### src/rtl/tmr_dbg_pkg.sv
package tmr_dbg_pkg;

  typedef enum logic [1:0] {
    REG_CTRL = 2'd0,
    REG_ACC  = 2'd1,
    REG_STAT = 2'd2,
    REG_CFG  = 2'd3
  } reg_sel_e;

  // bit 4 .. bit 0
  typedef struct packed {
    logic step;
    logic hold;
    logic frz_hi;
    logic frz_lo;
    logic stop;
  } mode_ctl_t;

  localparam int CTL_W = 5;

endpackage

### src/rtl/tmr_mode_ctl.sv
module tmr_mode_ctl
  import tmr_dbg_pkg::*;
(
  input  logic             clk,
  input  logic             rst_n,
  input  logic             frz_req,
  input  logic             wr_ctl,
  input  logic [CTL_W-1:0] wr_val,
  output mode_ctl_t        ctl,
  output logic             frz_act,
  output logic             tick
);

  mode_ctl_t ctl_d;

  // step lives for one cycle unless rewritten
  always_comb begin
    ctl_d      = ctl;
    ctl_d.step = 1'b0;
    if (wr_ctl) ctl_d = mode_ctl_t'(wr_val);
  end

  always_ff @(posedge clk or negedge rst_n) begin
    if (!rst_n) ctl <= '0;
    else        ctl <= ctl_d;
  end

  // priority: stop > freeze > halt/step
  assign frz_act = frz_req & ctl.frz_lo & ~ctl.stop;
  assign tick    = ~ctl.stop & ~frz_act & (~ctl.hold | ctl.step);

endmodule

### src/rtl/tmr_pin_sync.sv
module tmr_pin_sync #(
  parameter int NPIN = 2
) (
  input  logic            clk,
  input  logic            rst_n,
  input  logic            tick,
  input  logic [NPIN-1:0] pins,
  output logic [NPIN-1:0] stage2,
  output logic [NPIN-1:0] prev,
  output logic            fresh
);

  for (genvar i = 0; i < NPIN; i++) begin : g_pin
    logic st1, st2, pv;
    always_ff @(posedge clk or negedge rst_n) begin
      if (!rst_n) begin
        st1 <= 1'b0;
        st2 <= 1'b0;
        pv  <= 1'b0;
      end else if (tick) begin
        st1 <= pins[i];
        st2 <= st1;
        pv  <= st2;
      end
    end
    assign stage2[i] = st2;
    assign prev[i]   = pv;
  end

  // marks the cycle right after the synchronizers moved
  always_ff @(posedge clk or negedge rst_n) begin
    if (!rst_n) fresh <= 1'b0;
    else        fresh <= tick;
  end

endmodule

### src/rtl/tmr_count_unit.sv
module tmr_count_unit #(
  parameter int PRESC_W = 8,
  parameter int ACC_W   = 8,
  parameter int DATA_W  = 8
) (
  input  logic               clk,
  input  logic               rst_n,
  input  logic               tick,
  input  logic               cnt_ok,
  input  logic               frz_act,
  input  logic               acc_inc,
  input  logic               cap_set,
  input  logic               wr_acc,
  input  logic               wr_stat,
  input  logic               wr_cfg,
  input  logic [DATA_W-1:0]  wdata,
  output logic [PRESC_W-1:0] presc,
  output logic [ACC_W-1:0]   acc,
  output logic               cap_flag,
  output logic               cap_pol,
  output logic               cfg_lock
);

  logic [PRESC_W-1:0] presc_d;
  logic [ACC_W-1:0]   acc_d;
  logic               cap_d, pol_d, lock_d;

  always_comb begin
    presc_d = presc;
    if (tick) presc_d = presc + PRESC_W'(1);

    acc_d = acc;
    if (wr_acc && frz_act)       acc_d = wdata[ACC_W-1:0];
    else if (acc_inc && cnt_ok)  acc_d = acc + ACC_W'(1);

    cap_d = cap_flag;
    if (cap_set)                        cap_d = 1'b1;
    else if (wr_stat && wdata[DATA_W-1]) cap_d = 1'b0;

    pol_d  = cap_pol;
    lock_d = cfg_lock;
    if (wr_cfg && (!cfg_lock || frz_act)) begin
      pol_d  = wdata[0];
      lock_d = 1'b1;
    end
  end

  always_ff @(posedge clk or negedge rst_n) begin
    if (!rst_n) begin
      presc    <= '0;
      acc      <= '0;
      cap_flag <= 1'b0;
      cap_pol  <= 1'b0;
      cfg_lock <= 1'b0;
    end else begin
      presc    <= presc_d;
      acc      <= acc_d;
      cap_flag <= cap_d;
      cap_pol  <= pol_d;
      cfg_lock <= lock_d;
    end
  end

endmodule

### src/rtl/tmr_dbg_prescaler.sv
module tmr_dbg_prescaler
  import tmr_dbg_pkg::*;
#(
  parameter int NPIN    = 2,
  parameter int PRESC_W = 8,
  parameter int ACC_W   = 8,
  parameter int DATA_W  = 8
) (
  input  logic               clk,
  input  logic               rst_n,
  input  logic               dbg_frz_req,
  input  logic [NPIN-1:0]    pin_in,
  input  logic               reg_wr,
  input  logic [1:0]         reg_addr,
  input  logic [DATA_W-1:0]  reg_wdata,
  output logic [DATA_W-1:0]  reg_rdata,
  output logic [PRESC_W-1:0] presc_tap,
  output logic [ACC_W-1:0]   acc_count,
  output logic [NPIN-1:0]    pin_sync,
  output logic               cap_flag
);

  localparam int CAP_PIN = NPIN - 1;

  // reset release synchronizer
  logic [1:0] rst_pipe;
  logic       rst_q;
  always_ff @(posedge clk or negedge rst_n) begin
    if (!rst_n) rst_pipe <= 2'b00;
    else        rst_pipe <= {rst_pipe[0], 1'b1};
  end
  assign rst_q = rst_pipe[1];

  logic wr_ctl, wr_acc, wr_stat, wr_cfg;
  assign wr_ctl  = reg_wr && (reg_addr == 2'(REG_CTRL));
  assign wr_acc  = reg_wr && (reg_addr == 2'(REG_ACC));
  assign wr_stat = reg_wr && (reg_addr == 2'(REG_STAT));
  assign wr_cfg  = reg_wr && (reg_addr == 2'(REG_CFG));

  mode_ctl_t ctl;
  logic      frz_act, tick;
  logic      stop_b, hold_b, step_b;

  tmr_mode_ctl u_mode (
    .clk     (clk),
    .rst_n   (rst_q),
    .frz_req (dbg_frz_req),
    .wr_ctl  (wr_ctl),
    .wr_val  (reg_wdata[CTL_W-1:0]),
    .ctl     (ctl),
    .frz_act (frz_act),
    .tick    (tick)
  );

  assign stop_b = ctl.stop;
  assign hold_b = ctl.hold;
  assign step_b = ctl.step;

  logic [NPIN-1:0] prev;
  logic            fresh;

  tmr_pin_sync #(.NPIN(NPIN)) u_sync (
    .clk    (clk),
    .rst_n  (rst_q),
    .tick   (tick),
    .pins   (pin_in),
    .stage2 (pin_sync),
    .prev   (prev),
    .fresh  (fresh)
  );

  logic cap_pol, cfg_lock, acc_inc, cap_set, cnt_ok;
  assign acc_inc = fresh & pin_sync[0] & ~prev[0];
  assign cap_set = fresh & (pin_sync[CAP_PIN] ^ prev[CAP_PIN])
                 & (pin_sync[CAP_PIN] ^ cap_pol);
  assign cnt_ok  = ~stop_b & ~frz_act;

  tmr_count_unit #(.PRESC_W(PRESC_W), .ACC_W(ACC_W), .DATA_W(DATA_W)) u_cnt (
    .clk      (clk),
    .rst_n    (rst_q),
    .tick     (tick),
    .cnt_ok   (cnt_ok),
    .frz_act  (frz_act),
    .acc_inc  (acc_inc),
    .cap_set  (cap_set),
    .wr_acc   (wr_acc),
    .wr_stat  (wr_stat),
    .wr_cfg   (wr_cfg),
    .wdata    (reg_wdata),
    .presc    (presc_tap),
    .acc      (acc_count),
    .cap_flag (cap_flag),
    .cap_pol  (cap_pol),
    .cfg_lock (cfg_lock)
  );

  always_comb begin
    reg_rdata = '0;
    case (reg_addr)
      2'(REG_CTRL): reg_rdata[CTL_W-1:0] = ctl;
      2'(REG_ACC):  reg_rdata = DATA_W'(acc_count);
      2'(REG_STAT): begin
        reg_rdata[DATA_W-1] = cap_flag;
        reg_rdata[NPIN-1:0] = pin_sync;
      end
      default:      reg_rdata[1:0] = {cfg_lock, cap_pol};
    endcase
  end

endmodule

### config.mk
export PLATFORM = sky130hd
export DESIGN_NAME = tmr_dbg_prescaler
export DESIGN_NICKNAME = d
export VERILOG_FILES = /design/src/rtl/tmr_dbg_pkg.sv /design/src/rtl/tmr_mode_ctl.sv /design/src/rtl/tmr_pin_sync.sv /design/src/rtl/tmr_count_unit.sv /design/src/rtl/tmr_dbg_prescaler.sv
export SDC_FILE = /design/constraint.sdc
export NUM_CORES = 1
export LEC_CHECK = 0
export ABC_AREA = 1
export BUFFER_PORTS_ARGS = -buffer_cell sky130_fd_sc_hd__buf_2
export CORE_UTILIZATION = 43
export DETAILED_ROUTE_END_ITERATION = 12
export PLACE_DENSITY_LB_ADDON = 0.25
export SYNTH_ARGS = -nofsm -noshare
export SYNTH_HDL_FRONTEND = slang
export SYNTH_SLANG_ARGS = --single-unit
### constraint.sdc
create_clock -name clk -period 1.7 [get_ports clk]
set_clock_uncertainty 0.05 [all_clocks]
set_input_delay 0.255 -clock clk [delete_from_list [all_inputs] [get_ports clk]]
set_output_delay 0.255 -clock clk [all_outputs]
set_load 0.02 [all_outputs]
Yosys cells after proc, flatten, opt, wreduce, memory -nomap -nowiden. Index checks and enable logic that the tools add are counted.

Reductions and logical operators: 13. Add/sub/neg operators: 2. Mux-type cells: 9. Bitwise gates (word level): 15. Equality and inequality tests: 3.

Operator list (number): adder 8 x 1 -> 8 bit, second input constant (2); two-way mux 8 bit (2); AND 1 bit (8); logical AND 1 bit (8); one-hot mux 2 bit (3 select lines) (1); one-hot mux 3 bit (2 select lines) (1); two-way mux 5 bit (1); equality test 2 bit, second input constant (2); NOT 1 bit (4); nonzero test 2 bit (2); equality test 2 x 1 -> 1 bit, second input constant (1); logical NOT 2 bit (1); two-way mux 1 bit (2); two-way mux 2 bit (1); one-hot mux 1 bit (2 select lines) (1); XOR 1 bit (2); logical NOT 1 bit (1); logical OR 1 bit (1); bitwise OR 1 bit (1).

Output and inout bits: 27. Input port bits: 16. Bits in registers: 33.

Depth between registers and ports, before layout.
Word-level depth: 7. Mapped depth: 11.

Cells and area by module. A second synthesis with hierarchy kept.

Cells, all modules: 252. Area total of the unflattened synthesis: 1854.3 µm².

Modules (own cells, without submodules): tmr_count_unit (times used 1, area each 1013.5 µm², sequential area each 475.5 µm², cells an instance 135); tmr_dbg_prescaler (times used 1, area each 336.6 µm², sequential area each 50.0 µm², cells an instance 62); tmr_pin_sync (times used 1, area each 276.5 µm², sequential area each 175.2 µm², cells an instance 30); tmr_mode_ctl (times used 1, area each 227.7 µm², sequential area each 125.1 µm², cells an instance 25).

Least setup slack after synthesis. OpenSTA, ideal clock, no wires.

Path kind: in2out. From: input port reg_addr[1]. To: output port reg_rdata[7]. Setup slack: 0.247 ns. Data arrival time: 1.148 ns. Cell stages on the path: 5. Cells stage by stage: inv_1 > ha_1 > buf_4 > nand2_1 > a21boi_0.

Cells in the longest elaborated chain, start to end: 2. Elaborated cells on any way between the ends: 3. Classes of those cells: eq/ne: 2; mux: 1.

Ends and longest elaborated chain: start: declaration (RTL line tmr_dbg_prescaler.sv:14) `input logic [1:0] reg_addr,`; equality test 2 bit / equality test 2 x 1 -> 1 bit (equally long branches) (RTL line tmr_dbg_prescaler.sv:99) `case (reg_addr)`; one-hot mux 1 bit (2 select lines) * (RTL line tmr_dbg_prescaler.sv:99); end: declaration (RTL line tmr_dbg_prescaler.sv:16) `output logic [DATA_W-1:0] reg_rdata,`.

Mark *: on every way between the ends. The rest lies on a longest branch, timed or not.

Worst setup path after layout.
From: input port reg_addr[1]. To: output port reg_rdata[0].

Cells in the longest elaborated chain, start to end: 2. Elaborated cells on any way between the ends: 4. Classes of those cells: eq/ne: 2; mux: 1; reduce/logical: 1.

Ends and longest elaborated chain (RTL line): equality test 2 bit (tied with other cells) (tmr_dbg_prescaler.sv:99); one-hot mux 2 bit (3 select lines) * (tmr_dbg_prescaler.sv:99).

Marked as above.

==> flow_summary_export.csv <==
group,metric,value,unit
drt,drtAntennaViolNets,0,
clock_network,cts_tree,"yes",
logic_synthesis,muxShareOfSynthArea,0.0189,
global_route,grt-busiest-layer,"met2",
timing,post-route-period-util,0.914,
placement,dp_slack,0.116,ns
floorplanning,die_w,66.5,um
drt,dr.pass1.iters,4,
timing,max_freq,643,MHz
power_and_ir_drop,powerDensity,1500,nW/um^2
global_route,grt_use_total,0.190,
global_route,grt_pass1_wl,6170,um
clock_network,clockRootBuffer,"clkbuf_8",
logic_synthesis,synth-xor-area-share,0.0294,
floorplanning,core-area,4000,um^2
logic_synthesis,avgSynthCellArea,7.96,um^2
global_route,use_met3,0.0565,
timing,grt_setup_unrepaired,"no",
drt,remaining_drc_errors,0,
global_route,use_met2,0.315,
worst_setup_path,crit_arrival,1.25,ns
power_and_ir_drop,internal-power,1.92,mW
logic_synthesis,synth-simple-area-share,0.284,
floorplanning,start_util,0.448,
logic_synthesis,synth-compound-area-share,0.0692,
logic_synthesis,ys_types,27,
layout,most-common-layout-cells,"nand2_1, buf_2, dfrtp_1",
timing,report.final.slew_viol_count,0,
worst_setup_path,worstPathRequired,1.39,ns
run_status,outcome,"completed",
placement,port_buffers,42,
clock_network,cts_buffers,5,
power_and_ir_drop,p_leak,1.21,nW
drt,wl,3770,um
worst_setup_path,crit_path_frequent_cell,"buf_2",
logic_synthesis,syn_nets,248,
placement,dpl.hpwl,2800,um
timing,hold_viol_final,0,
timing,period_needed,1.55,ns
worst_setup_path,cp-end-kind,"output pin",
timing,setup_slack,0.146,ns
logic_synthesis,yosysSeqAreaShare,0.461,
drt,via_per_inst,4.75,
layout,fill_cells,406,
layout,nNetsFinal,297,
drt,wire_per_inst,11.6,um
layout,final_util,0.545,
flow_run,drv_cap,0,
logic_synthesis,syn_area,1790,um^2
clock_network,cts_buffer_depth,2,
floorplanning,fp-row-count,23,
power_and_ir_drop,pwr-share-seq,0.410,
power_and_ir_drop,swShare,0.411,
clock_network,post_cts_buffers,0,
logic_synthesis,ys_seq_elements,33,
floorplanning,ioPinCount,43,
global_route,first_global_vias,1411,
worst_setup_path,startpoint_type,"input pin",
drt,vias,1543,
clock_network,clk_pin_slew,0.08,ns
global_route,antenna_found_initial,0,
global_route,grt_max_degree,32,
clock_network,insertion_delay,0.29,ns
logic_synthesis,ys_warn_count,0,
layout,seqCellArea,826,um^2
hold_path,hp-class,"input pin to flip-flop",
floorplanning,die_h,66.5,um
power_and_ir_drop,vdd_drop_max,0.00107,V
worst_setup_path,critPathMaxStageDelay,0.31,ns
drt,drt_iter0_markers,91,
worst_setup_path,critPathSlowestCell,"ha_1",
layout,drive_above_1_share,0.236,
logic_synthesis,synth_top_family_by_area,"simple AND/OR/NAND/NOR gates",
global_route,grtUsageMet1,0.240,
logic_synthesis,synth_largest_area_cell,"dfrtp_1",
layout,multi_input_comb_area,813,um^2
worst_setup_path,crit_fanout,6,
worst_setup_path,crit_chain,"buf_2 > inv_1 > ha_1 > nand2_1 > a32oi_1 > buf_2",
power_and_ir_drop,p_switching,1.34,mW
logic_synthesis,synth_area_leaders,"dfrtp_1, nand2_1, inv_1",
layout,final_common_cell,"nand2_1",
logic_synthesis,synth_fa_ha_area_frac,0.0489,
global_route,gr-total-overflow,0,
worst_setup_path,critPathKind,"input pin to output pin",
logic_synthesis,synthCells,225,
placement,gp_congestion,0.823,
logic_synthesis,yosysTopAreaCellShare,0.461,
power_and_ir_drop,power_frac_comb,0.358,
timing,final-setup-viol-count,0,
floorplanning,die-area,4430,um^2
power_and_ir_drop,power_frac_clock,0.231,
clock_network,cts_sinks,33,
layout,areaGrowthSynthToFinish,21.7,%
layout,n_antenna_cell,0,
timing,finalSetupTns,0,ns
clock_network,htree_levels,2,
## power groups by stage
| stage | clock, mW | sequential (mW) | combinational, mW |
|---|---|---|---|
| floorplan | 0 | 1.51 | 0.645 |
| global placement | 0 | 1.35 | 1.16 |
| detailed placement | 0 | 1.35 | 1.17 |
| CTS | 0.770 | 1.34 | 1.18 |
| global route | 0.793 | 1.39 | 1.31 |
| finish | 0.756 | 1.34 | 1.17 |
## cell type report
| class | instances | area share |
|---|---|---|
| clock buffers | 5 | 0.0316 |
| inverters | 32 | 0.0551 |
| repair buffers | 46 | 0.111 |
| well taps | 50 | 0.0287 |
| flip-flops and latches | 33 | 0.379 |
| clock inverters | 3 | 0.0212 |
| multi-input cells | 156 | 0.373 |
## metal layers
| layer | up-vias | part of all wire |
|---|---|---|
| li1 | 799 | - |
| met1 | 706 | 0.49 |
| met2 | 35 | 0.47 |
| met3 | 3 | 0.041 |
| met4 | 0 | 0.0072 |
| met5 | - | 0 |
## worst paths after layout
path / from / end / slack, ns / cells after the start
worst max register to register: u_cnt.acc[0]$_DFFE_PN0P_ / u_cnt.acc[6]$_DFFE_PN0P_ / 0.36 / 6
min in group asynchronous: rst_pipe[1]$_DFF_PN0_ / u_sync.g_pin[1].st2$_DFFE_PN0P_ / 0.22 / 1
worst min-delay path: pin_in[1] / u_sync.g_pin[1].st1$_DFFE_PN0P_ / 0.10 / 3
max in group asynchronous: rst_pipe[1]$_DFF_PN0_ / u_mode.ctl[2]$_DFFE_PN0P_ / 1.08 / 1
worst max-delay path: reg_addr[1] / reg_rdata[0] / 0.15 / 6
worst min register to register: rst_pipe[1]$_DFF_PN0_ / u_sync.g_pin[1].st2$_DFFE_PN0P_ / 0.22 / 1
## cells by family after synthesis
| family | count (synthesis) |
|---|---|
| adders and majority gates | 7 |
| muxes | 3 |
| AOI/OAI and AO/OA | 20 |
| xor gates and xnor gates | 6 |
| and+or+nand+nor | 119 |
| other | 1 |
| buffers and inverters | 36 |
| DFF | 33 |
## critical path: cells and delay by family
kind / cells / cell delay (ns)
buffers and inverters: 3 / 0.39
adders and majority gates: 1 / 0.31
and+or+nand+nor: 1 / 0.09
AOI/OAI and AO/OA: 1 / 0.20
## per-stage QoR
stage          hold WS (ns)  total power [mW]  std cells  instance area (um^2)
2_1_floorplan       -0.0906              2.16        225                  1790
3_3_place_gp       -0.00975              2.51        316                  2050
3_5_place_dp       -0.00808              2.53        316                  2050
4_1_cts              0.0985              3.29        325                  2180
5_1_grt               0.111              3.50        325                  2180
6_report              0.102              3.27        325                  2180
## cells in the mapped netlist, drive strengths merged
cell	n
xnor2	2
nor2	12
a21oi	3
nand3	18
dfrtp	33
o211ai	1
o21ai	11
conb	1
nand2	86
a32oi	2
a22o	2
clkinv	1
ha	7
nand4	1
xor2	4
buf	4
a21boi	1
mux2	3
inv	31
nand3b	2
## registers in the layout (all words and copies together) (netlist names)
signal	flops
rst_pipe	2
u_cnt.acc	8
u_cnt.cap_flag	1
u_cnt.cap_pol	1
u_cnt.cfg_lock	1
u_cnt.presc	8
u_mode.ctl	5
u_sync.fresh	1
u_sync.g_pin.pv	2
u_sync.g_pin.st1	2
u_sync.g_pin.st2	2
## what timing repair did
item | CTS | global route
hold endpoints to repair | 2 | 0
gates resized for setup | 0 | 1
hold buffers | 1 | 0
setup endpoints to repair | 0 | 1
No activity file was read; power rests on OpenSTA's default activity.
